--- src/rtl/iow_snoop_pkg.sv ---
package iow_snoop_pkg;
   localparam int NCH = 2;
   localparam int CTRL_STRIDE = 2;
   localparam logic [7:0] OFS_CTRL = 8'h00;
   localparam logic [7:0] OFS_STAT = 8'h04;
   localparam logic [7:0] OFS_PORT = 8'h10;
   localparam logic [7:0] OFS_DATA = 8'h14;
   localparam logic [7:0] OFS_GATE = 8'h80;
   localparam int GATE_LSB = 14;
endpackage

--- src/rtl/iow_snoop_chan.sv ---
module iow_snoop_chan #(
   parameter int HOST_AW = 16,
   parameter int HOST_DW = 8
) (
   input  logic               clk,
   input  logic               rst_n,
   input  logic               host_vld,
   input  logic [HOST_AW-1:0] host_addr,
   input  logic [HOST_DW-1:0] host_data,
   input  logic               snoop_en,
   input  logic               gate_ok,
   input  logic [HOST_AW-1:0] port,
   input  logic               clr,
   output logic [HOST_DW-1:0] cap_data,
   output logic               pend
);
   logic hit;
   assign hit = host_vld && snoop_en && gate_ok && (host_addr == port);

   always_ff @(posedge clk or negedge rst_n) begin
      if (!rst_n) begin
         cap_data <= '0;
         pend     <= 1'b0;
      end else begin
         if (hit) cap_data <= host_data;
         if (hit)      pend <= 1'b1;
         else if (clr) pend <= 1'b0;
      end
   end

   assert_capture_sets_R5: assert property (@(posedge clk) disable iff (!rst_n)
      hit |=> pend);
   assert_capture_byte_R2: assert property (@(posedge clk) disable iff (!rst_n)
      hit |=> (cap_data == $past(host_data)));
   assert_no_hit_stable_R3: assert property (@(posedge clk) disable iff (!rst_n)
      !hit |=> $stable(cap_data));
   assert_clear_drops_R4: assert property (@(posedge clk) disable iff (!rst_n)
      (clr && !hit) |=> !pend);
endmodule

--- src/rtl/iow_snoop_regs.sv ---
module iow_snoop_regs
   import iow_snoop_pkg::*;
#(
   parameter int HOST_AW  = 16,
   parameter int HOST_DW  = 8,
   parameter int REG_AW   = 8,
   parameter int REG_DW   = 32,
   parameter bit HAS_GATE = 1'b1
) (
   input  logic                          clk,
   input  logic                          rst_n,
   input  logic [REG_AW-1:0]             reg_addr,
   input  logic                          reg_wr_en,
   input  logic [REG_DW-1:0]             reg_wdata,
   input  logic [NCH-1:0]                pend,
   input  logic [NCH-1:0][HOST_DW-1:0]   cap_data,
   output logic [NCH-1:0]                snoop_en,
   output logic [NCH-1:0]                int_en,
   output logic [NCH-1:0]                gate_ok,
   output logic [NCH-1:0][HOST_AW-1:0]   port,
   output logic [NCH-1:0]                clr,
   output logic [REG_DW-1:0]             reg_rdata
);
   localparam int CTRL_W = NCH * CTRL_STRIDE;

   logic [CTRL_W-1:0] ctrl_q;
   logic [NCH-1:0]    gate_rd;
   logic sel_ctrl, sel_stat, sel_port, sel_data, sel_gate, unmapped;

   assign sel_ctrl = (reg_addr == REG_AW'(OFS_CTRL));
   assign sel_stat = (reg_addr == REG_AW'(OFS_STAT));
   assign sel_port = (reg_addr == REG_AW'(OFS_PORT));
   assign sel_data = (reg_addr == REG_AW'(OFS_DATA));
   assign sel_gate = (reg_addr == REG_AW'(OFS_GATE));
   assign unmapped = !(sel_ctrl || sel_stat || sel_port || sel_data || sel_gate);

   always_ff @(posedge clk or negedge rst_n) begin
      if (!rst_n) begin
         ctrl_q <= '0;
         port   <= '0;
      end else if (reg_wr_en) begin
         if (sel_ctrl) ctrl_q <= reg_wdata[CTRL_W-1:0];
         if (sel_port) port   <= reg_wdata[NCH*HOST_AW-1:0];
      end
   end

   for (genvar i = 0; i < NCH; i++) begin : g_ctrl
      assign snoop_en[i] = ctrl_q[i*CTRL_STRIDE];
      assign int_en[i]   = ctrl_q[i*CTRL_STRIDE+1];
      assign clr[i]      = reg_wr_en && sel_stat && reg_wdata[i];
   end

   if (HAS_GATE) begin : g_gate
      logic [NCH-1:0] gate_q;
      always_ff @(posedge clk or negedge rst_n) begin
         if (!rst_n) gate_q <= '0;
         else if (reg_wr_en && sel_gate) gate_q <= reg_wdata[GATE_LSB +: NCH];
      end
      assign gate_ok = gate_q;
      assign gate_rd = gate_q;
   end else begin : g_nogate
      assign gate_ok = '1;
      assign gate_rd = '0;
   end

   always_comb begin
      reg_rdata = '0;
      if (sel_ctrl) reg_rdata[CTRL_W-1:0] = ctrl_q;
      if (sel_stat) reg_rdata[NCH-1:0] = pend;
      if (sel_port) reg_rdata[NCH*HOST_AW-1:0] = port;
      if (sel_data) reg_rdata[NCH*HOST_DW-1:0] = cap_data;
      if (sel_gate) reg_rdata[GATE_LSB +: NCH] = gate_rd;
   end

   assert_unmapped_ignored_R11: assert property (@(posedge clk) disable iff (!rst_n)
      (reg_wr_en && (unmapped || sel_data)) |=> ($stable(ctrl_q) && $stable(port)));
   assert_unmapped_reads_zero_R11: assert property (@(posedge clk) disable iff (!rst_n)
      unmapped |-> (reg_rdata == '0));
endmodule

--- src/rtl/iow_snoop.sv ---
module iow_snoop
   import iow_snoop_pkg::*;
#(
   parameter int HOST_AW  = 16,
   parameter int HOST_DW  = 8,
   parameter int REG_AW   = 8,
   parameter int REG_DW   = 32,
   parameter bit HAS_GATE = 1'b1
) (
   input  logic               clk,
   input  logic               rst_n,
   input  logic               host_wr_vld,
   input  logic [HOST_AW-1:0] host_wr_addr,
   input  logic [HOST_DW-1:0] host_wr_data,
   input  logic [REG_AW-1:0]  reg_addr,
   input  logic               reg_wr_en,
   input  logic [REG_DW-1:0]  reg_wdata,
   output logic [REG_DW-1:0]  reg_rdata,
   output logic               irq
);
   if (NCH * HOST_AW > REG_DW) begin : g_chk_port
      $error("packed port fields exceed register width");
   end
   if (NCH * HOST_DW > REG_DW || GATE_LSB + NCH > REG_DW) begin : g_chk_data
      $error("packed data or gate fields exceed register width");
   end
   if (REG_AW < 8) begin : g_chk_aw
      $error("register address too narrow for the offset map");
   end

   logic [NCH-1:0]              snoop_en, int_en, gate_ok, clr, pend;
   logic [NCH-1:0][HOST_AW-1:0] port;
   logic [NCH-1:0][HOST_DW-1:0] cap_data;

   iow_snoop_regs #(
      .HOST_AW(HOST_AW), .HOST_DW(HOST_DW), .REG_AW(REG_AW),
      .REG_DW(REG_DW), .HAS_GATE(HAS_GATE)
   ) u_regs (
      .clk(clk), .rst_n(rst_n), .reg_addr(reg_addr), .reg_wr_en(reg_wr_en),
      .reg_wdata(reg_wdata), .pend(pend), .cap_data(cap_data),
      .snoop_en(snoop_en), .int_en(int_en), .gate_ok(gate_ok), .port(port),
      .clr(clr), .reg_rdata(reg_rdata)
   );

   for (genvar i = 0; i < NCH; i++) begin : g_ch
      iow_snoop_chan #(.HOST_AW(HOST_AW), .HOST_DW(HOST_DW)) u_chan (
         .clk(clk), .rst_n(rst_n), .host_vld(host_wr_vld),
         .host_addr(host_wr_addr), .host_data(host_wr_data),
         .snoop_en(snoop_en[i]), .gate_ok(gate_ok[i]), .port(port[i]),
         .clr(clr[i]), .cap_data(cap_data[i]), .pend(pend[i])
      );
   end

   assign irq = |(pend & int_en);

   assert_irq_holds_R8: assert property (@(posedge clk) disable iff (!rst_n)
      (irq && clr == '0 && !reg_wr_en) |=> irq);
   assert_irq_needs_pend_R8: assert property (@(posedge clk) disable iff (!rst_n)
      (pend == '0) |-> !irq);
endmodule

--- config.mk ---
export PLATFORM = sky130hd
export DESIGN_NAME = iow_snoop
export DESIGN_NICKNAME = d
export VERILOG_FILES = /design/src/rtl/iow_snoop_pkg.sv /design/src/rtl/iow_snoop_chan.sv /design/src/rtl/iow_snoop_regs.sv /design/src/rtl/iow_snoop.sv
export SDC_FILE = /design/constraint.sdc
export NUM_CORES = 1
export LEC_CHECK = 0
export BUFFER_PORTS_ARGS = -buffer_cell sky130_fd_sc_hd__buf_2
export CORE_AREA = 2 2 89 108
export CTS_BUF_LIST = sky130_fd_sc_hd__clkbuf_16
export DETAILED_ROUTE_END_ITERATION = 16
export DIE_AREA = 0 0 91 110
export GPL_ROUTABILITY_DRIVEN = 0
export REMOVE_ABC_BUFFERS = 1
export SLEW_MARGIN = 40
export SYNTH_ARGS = -nofsm -noshare
export SYNTH_HDL_FRONTEND = slang
export SYNTH_SLANG_ARGS = --single-unit
--- constraint.sdc ---
create_clock -name clk -period 2.3 [get_ports clk]
set_clock_uncertainty 0.05 [all_clocks]
set_input_delay 0.115 -clock clk [delete_from_list [all_inputs] [get_ports clk]]
set_output_delay 0.115 -clock clk [all_outputs]
set_load 0.05 [all_outputs]
Word-level counts from Yosys, hierarchy flattened

Index checks and enable logic that the tools add are counted.

Equal/unequal tests: 6
Mux-type cells: 9
Bitwise logic cells: 1
Reduce and logical (&&, ||, !) cells: 16

Operators with widths:

| kind                                                                  | number |
|---|---|
| 16-bit equality test                                                  | 2 |
| 32-bit two-way mux                                                    | 1 |
| 8-bit by 5-bit equality test with 1-bit output, second input constant | 2 |
| 16-bit two-way mux                                                    | 1 |
| 1-bit logical AND                                                     | 10 |
| 8-bit by 3-bit equality test with 1-bit output, second input constant | 1 |
| 8-bit equality test, second input constant                            | 1 |
| 8-bit logical NOT                                                     | 1 |
| 1-bit two-way mux                                                     | 4 |
| 2-bit two-way mux                                                     | 2 |
| 4-bit two-way mux                                                     | 1 |
| 2-bit AND reduction                                                   | 2 |
| 2-bit nonzero test                                                    | 2 |
| 2-bit AND                                                             | 1 |
| 2-bit OR reduction                                                    | 1 |

Register bits after elaboration: 56
Input bits: 68

Longest topological paths before layout

Gate-level depths: netlist (run 1).

Depth after elaboration: 6
Mapped depth: 7
Depth with buffers taken out: 5

Cells and area by module

A second synthesis (run 1) with hierarchy kept.

Cells, all modules: 235
Area total of the unflattened synthesis: 3105.5 um2

By module, submodules not included:

| module         | instances | cells an instance | area each (um2) | seq. area each (um2) |
|---|---|---|---|---|
| iow_snoop_regs | 1         | 150               | 2058.2          | 950.9 |
| iow_snoop_chan | 2         | 42                | 519.2           | 225.2 |
| iow_snoop      | 1         | 1                 | 8.8             | 0.0 |

Worst setup path after synthesis (run 1)

Ideal clock, no wire load.

Kind: in2out
From: input reg_addr[6]
To: output reg_rdata[10]
Arrival time: 1.878 ns
Slack: 0.257 ns
Stages: 6
Buffers on the path: 2
Cell sequence: or4_4 nor3_1 and3_1 clkbuf_1 buf_2 a22o_1

Longest elaborated chain between the ends: 3

Ends and longest elaborated chain:

| item                                           | RTL line             | RTL |
|---|---|---|
| start, declared                                | iow_snoop.sv:15      | `input logic [REG_AW-1:0] reg_addr,` |
| 8-bit by 5-bit equality test with 1-bit output | iow_snoop_regs.sv:32 | `assign sel_port = (reg_addr == REG_AW'(OFS_PORT));` |
| 32-bit two-way mux                             | iow_snoop_regs.sv:70 | `if (sel_port) reg_rdata[NCH*HOST_AW-1:0] = port;` |
| 16-bit two-way mux (*)                         | iow_snoop_regs.sv:71 | `if (sel_data) reg_rdata[NCH*HOST_DW-1:0] = cap_data;` |
| end, declared                                  | iow_snoop.sv:18      | `output logic [REG_DW-1:0] reg_rdata,` |

Mark *: on every way between the ends. The rest lies on a longest branch, timed or not.

Worst setup path in the final report (run 1)

From: input reg_addr[6]
To: output reg_rdata[13]

Same word-level chain as after synthesis.

==> metrics.md, run 1 <==
| Metric | Value |
|---|---|
| Antenna Nets Post-Route | `0` |
| Static leakage | `2.20 nW` |
| Setup slack after layout | `221 ps` |
| Power per cell area | `546 nW/µm²` |
| Worst R2R Path Depth | `6` |
| Dominant cells by area after synthesis | `dfrtp_1, mux2_4, mux2_2` |
| Pre-Repair DR Iteration Count | `4` |
| I/O Buffers | `100` |
| Commonest non-fill, non-tap cell in the layout | `buf_2` |
| Syn Inst Count | `228` |
| Most frequent cells in the layout | `buf_2, dfrtp_1, mux2_4` |
| Largest net degree at the start of global routing | `57` |
| GRT Total Usage | `15.5%` |
| Detailed-route via count | `2,215` |
| Post-layout min period | `2080 ps` |
| Clk root buf | `clkbuf_16` |
| Worst slew margin | `74.4%` |
| Initial DRC count | `147` |
| CP top delay family | `simple AND/OR/NAND/NOR gates` |
| Fin area | `3920 µm²` |
| Hold Path End | `u_regs.port[25]` |
| Die Ht | `110 µm` |
| CP arrival | `1910 ps` |
| Hold crit path type | `in2reg` |
| Post-synth top area cell | `dfrtp_1` |
| Initial antenna violation count | `1` |
| First-pass GRT wire length | `11.9 mm` |
| # rows | `38` |
| CTS Hold Bufs | `2` |
| FF-to-FF setup slack | `370 ps` |
| Simple-Gate Fraction of Synth Area | `11.6%` |
| Filler cell count | `896` |
| RSZ-0062 raised after global routing | `no` |
| Reg2reg start | `u_regs.port[7]` |
| Pins Over Slew Limit | `0` |
| Setup violators final | `0` |
| CP peak stage delay | `550 ps` |
| H-tree levels | `2` |
| # diodes | `0` |
| Synthesis-to-finish area growth | `28.6%` |
| Library cells used by synthesis | `30` |
| Stages on worst setup path | `7` |
| Cell mode on critical path | `buf_2` |
| Worst Hold Path Cells | `2` |
| Number of synthesized flops with an enable pin | `0` |
| Detailed-route wire length | `7.84 mm` |
| Clock sinks | `56` |
| Least-Margin Pin Slew | `384 ps` |
| Synth Area in Adders | `0%` |
| Sequential share of the synthesized area | `46.0%` |
| Status | `completed` |
| Worst vdd ir | `0.336 mV` |
| Async set-reset flop share out of synthesis | `100%` |
| Largest family of logic cells by synthesized area | `multiplexers` |
| Placed cell areas | `3670 µm²` |
| Max Fclk | `0.481 GHz` |
| Post-synthesis mux area share | `25.2%` |
| Die width | `91 µm` |
| DIE AREA | `10,000 µm²` |
| Final Hold Viols | `0` |
| Max-cap violations | `0` |
| Synth Warn # | `0` |
| Worst Setup Start Kind | `input port` |
| CTS max path bufs | `2` |
| Ys flop type | `dfrtp_1` |
| Pre-CTS WS | `218 ps` |
| Worst Path Max Fanout | `14` |
| Mapped cell area | `3040 µm²` |
| Synth top area share | `46.0%` |
| CTS clk-pin slew, worst paths | `70 ps` |
| Crit. End Element | `output port` |
| Slowest CP cell | `or4_4` |
| Setup TNS | `0 ps` |
| Total CTS buffers | `5` |
| Initial Util | `34.1%` |
| FF-to-FF End | `g_ch[0].u_chan.cap_data[0]` |
| Syn_area_per_cell | `13.4 µm²` |
| Hold slack final | `4.79 ps` |
| GRT Residual Overflow | `0` |
| CTS tree | `done` |
| Nets | `409` |
| Avg WL per Cell | `17.0 µm` |
| Flops & latches, synth | `56` |
| Vias per inst | `4.79` |
| Post-DP HPWL | `6.04 mm` |
| # Post-CTS Setup Buffers | `0` |
| Critical-path cell list | `buf_2 -> or4_4 -> nor3_1 -> and3_1 -> buf_4 -> a22o_1 -> buf_2` |
| Setup CP Type | `in2out` |
| Layout cells sized above 1 | `51.8%` |
| Clock latency at the later pin of the worst-skew pair | `290 ps` |
| CP required | `2130 ps` |
| HP Start | `reg_wdata[25]` |
| Area share of xor/xnor cells in the synthesized design | `9.21%` |
| I/O pins | `101` |
| WP buf/inv | `3` |
| Residual DRC | `0` |
| CORE AREA | `8940 µm²` |
| Vias in the first global route | `2,260` |
| Final Cycle Share | `90.4%` |
| Post_cts resized | `0` |
| Synth Area in Compound Gates | `4.48%` |
how the worst max path moves through the flow:
| stage | startpoint | endpoint | slack [ps] |
|---|---|---|---|
| 2_1_floorplan | reg_addr[6] | u_regs.port[0] | 210 |
| 3_3_place_gp | reg_addr[6] | u_regs.ctrl_q[2] | 260 |
| 3_5_place_dp | reg_addr[6] | reg_rdata[15] | 220 |
| 4_1_cts | reg_addr[6] | reg_rdata[15] | 220 |
| 5_1_grt | reg_addr[6] | reg_rdata[13] | 110 |
| 6_report | reg_addr[6] | reg_rdata[13] | 220 |
cell families (layout without fill, tap and decap cells):
family | after synthesis | count (layout)
AO/OA/AOI/OAI | 17 | 17
multiplexers | 56 | 56
XOR/XNOR | 32 | 32
flip-flops | 56 | 56
AND/OR/NAND/NOR | 55 | 55
buffers and inverters | 12 | 126
worst register-to-register path: stages, from the launching register on:
cell and delay, ps:
dfrtp_1 420, xor2_1 180, nor4_1 320, nand3_1 140, nor3_2 120, buf_4 230, mux2_2 350
flip-flops by register name, summed over array words and instances, names as in the netlist:
name                  count
g_ch.u_chan.cap_data     16
u_regs.gate_ok            2
u_regs.ctrl_q             4
g_ch.u_chan.pend          2
u_regs.port              32
final cells by class:
cell class              count  area [µm²]  area share, %
clock buffers               5         125           3.20
inverters                   2        7.51          0.192
well taps                 120         150           3.84
clock inverters             3        42.5           1.09
multi-input cells         160        1540           39.2
flip-flops and latches     56        1400           35.8
repair buffers            116         653           16.7
cells in the mapped netlist (3+ instances only):
master / count
a22o_1: 11
a22oi_1: 4
and3_1: 17
buf_12: 3
clkbuf_1: 4
dfrtp_1: 56
mux2_2: 24
mux2_4: 30
nand2_1: 11
nand4_1: 4
nor3_1: 4
nor4_1: 4
xnor2_1: 10
xor2_1: 22
power by group:
part	switching [mW]	total [mW]	leakage (nW)	internal, mW
Clock	0.350	0.864	0.0856	0.515
Combinational	0.0987	0.225	1.34	0.126
Sequential	0.0340	1.05	0.776	1.02
per-layer routing:
| layer | global-route usage (%) | vias to the layer above | share of wire (%) | routed length (µm) |
|---|---|---|---|---|
| li1 | - | 1049 | - | - |
| met3 | 3.40 | 18 | 4.6 | 358 |
| met1 | 19.3 | 1076 | 42 | 3320 |
| met2 | 26.3 | 72 | 50 | 3920 |
| met4 | 6.28 | 0 | 3.0 | 236 |
| met5 | 0 | - | 0 | 0 |
stage by stage:
stage | instances | util (%) | power (mW)
6_report | 462 | 43.8 | 2.14
4_1_cts | 456 | 43.1 | 2.15
3_3_place_gp | 446 | 41.0 | 1.29
2_1_floorplan | 218 | - | 1.15
5_1_grt | 462 | 43.8 | 2.22
3_5_place_dp | 446 | 41.0 | 1.29
Note: power is estimated with default switching activity, not from simulation.
==> run 2, diff against run 1 <==
- CORE_AREA: 2 2 89 108 -> 2 2 83 101
- DIE_AREA: 0 0 91 110 -> 0 0 85 103
==> run 2 against run 1 <==
Compared with the run above:
- clock power decreased by 18%
- critical path depth unchanged
- global-route usage increased by 1.9 points
- combinational power decreased by 5%
- power decreased by 7.7%
- first-iteration DRC count decreased by 76%
- critical endpoint is now reg_rdata[3]
- largest cell class unchanged
- highest routed layer unchanged
==> metrics.md, run 2 (synthesis gave the netlist of run 1 again) <==
| Metric | Value |
|---|---|
| GRT Residual Overflow | `0` |
| Commonest non-fill, non-tap cell in the layout | `buf_2` |
| Max Fclk | `0.508 GHz` |
| CP required | `2130 ps` |
| Post-DP HPWL | `5.87 mm` |
| Clk root buf | `clkbuf_16` |
| Pre-CTS WS | `153 ps` |
| Synthesis-to-finish area growth | `23.8%` |
| Post_cts resized | `0` |
| Largest net degree at the start of global routing | `33` |
| CTS max path bufs | `2` |
| Busiest grt layer | `met2` |
| Initial antenna violation count | `0` |
| RSZ-0062 raised after global routing | `no` |
| Setup TNS | `0 ps` |
| # rows | `36` |
| Total CTS buffers | `5` |
| Status | `completed` |
| CP arrival | `1810 ps` |
| Clock latency at the later pin of the worst-skew pair | `290 ps` |
| Die width | `85 µm` |
| Fin area | `3770 µm²` |
| Worst Path Max Fanout | `15` |
| Residual DRC | `0` |
| Power per cell area | `524 nW/µm²` |
| Layout cells sized above 1 | `52.1%` |
| CTS clk-pin slew, worst paths | `70 ps` |
| Antenna Nets Post-Route | `0` |
| Detailed-route wire length | `7.34 mm` |
| Worst R2R Path Depth | `6` |
| Final Hold Viols | `0` |
| GRT Total Usage | `17.4%` |
| Initial DRC count | `36` |
| Non-Filler Instances | `429` |
| Final Cycle Share | `85.7%` |
| I/O Buffers | `100` |
| Clock sinks | `56` |
| Nets | `402` |
| Max-cap violations | `0` |
| I/O pins | `101` |
| Setup violators final | `0` |
| Placed insts | `420` |
| Vias in the first global route | `2,340` |
| Biggest regs | `u_regs.port x32, g_ch.u_chan.cap_data x16, u_regs.ctrl_q x4` |
| Worst vdd ir | `0.288 mV` |
| Pre-Repair DR Iteration Count | `4` |
| Detailed-route via count | `2,125` |
| Worst slew margin | `56.3%` |
| Least-Margin Pin Slew | `656 ps` |
| Static leakage | `2.14 nW` |
| # diodes | `0` |
| Setup slack after layout | `330 ps` |
| Biggest register | `u_regs.port` |
| Setup CP Type | `in2out` |
| Crit. End Element | `output port` |
| First-pass GRT wire length | `11.6 mm` |
| Hold crit path type | `in2reg` |
| Post-layout min period | `1970 ps` |
| Initial Util | `38.6%` |
| Placed cell areas | `3620 µm²` |
| Avg WL per Cell | `17.1 µm` |
| Worst Setup Start Kind | `input port` |
| # Post-CTS Setup Buffers | `0` |
| Worst Hold Path Cells | `2` |
| M3 GR Usage | `3.36%` |
| Most frequent cells in the layout | `buf_2, dfrtp_1, mux2_4` |
| Die Ht | `103 µm` |
| M2 GR Usage | `31.7%` |
| Pins Over Slew Limit | `0` |
| GR Util met1 | `20.3%` |
| DIE AREA | `8760 µm²` |
| Largest register FFs | `32` |
| H-tree levels | `2` |
| Vias per inst | `4.95` |
| CORE AREA | `7880 µm²` |
| CTS tree | `done` |
==> run 2: worst paths after layout <==
kind / slack [ps] / startpoint / to
setup / recovery: 330 / reg_addr[6] / reg_rdata[3]
hold / removal: 6 / reg_wdata[13] / u_regs.port[13]
setup reg to reg: 370 / u_regs.port[16] / g_ch[1].u_chan.cap_data[1]
hold reg to reg: 460 / g_ch[0].u_chan.cap_data[1] / g_ch[0].u_chan.cap_data[1]
max in group asynchronous: 1150 / rst_n / u_regs.port[6]
min in group asynchronous: 340 / rst_n / g_ch[1].u_chan.cap_data[1]
==> run 2: area by class of cell <==
cell class | count | area (µm²)
clock buffer | 5 | 125
tap | 95 | 119
timing repair buffer | 109 | 573
sequential | 56 | 1400
inverter | 2 | 7.51
multi-input combinational | 160 | 1540
clock inverter | 2 | 7.51
fill | 741 | 4110
==> run 2: report_power, final <==
part	internal [mW]	switching, mW	total, mW
Clock	0.391	0.320	0.710
Sequential	1.02	0.0336	1.05
Combinational	0.118	0.0965	0.214
Total	1.52	0.450	1.97
==> run 2: worst max-delay path: stages <==
cell     delay (ps)
buf_2            90
or4_4           560
nor4_4          220
and2_4          340
a22oi_1         130
nand2_1          90
buf_2           260
==> run 2: timing repair <==
item                                    4_1_cts  5_1_grt
hold endpoints to repair                     27        0
hold buffers                                  2        0
endpoints found under the setup margin        0        0
==> run 2: stage by stage <==
stage	hold WS (ps)	power [mW]	util (%)
2_1_floorplan	-231	1.15	-
3_3_place_gp	117	1.28	45.9
3_5_place_dp	119	1.28	45.9
4_1_cts	0.763	2.02	47.8
5_1_grt	0.692	2.07	47.8
6_report	5.79	1.97	47.8
==> run 2: per-layer routing <==
| layer | up-vias | share of wire [%] | wire length, µm |
|---|---|---|---|
| met2 | 59 | 52 | 3850 |
| met5 | - | 0 | 0 |
| met3 | 9 | 4.2 | 308 |
| li1 | 1033 | - | - |
| met1 | 1024 | 42 | 3060 |
| met4 | 0 | 1.6 | 118 |
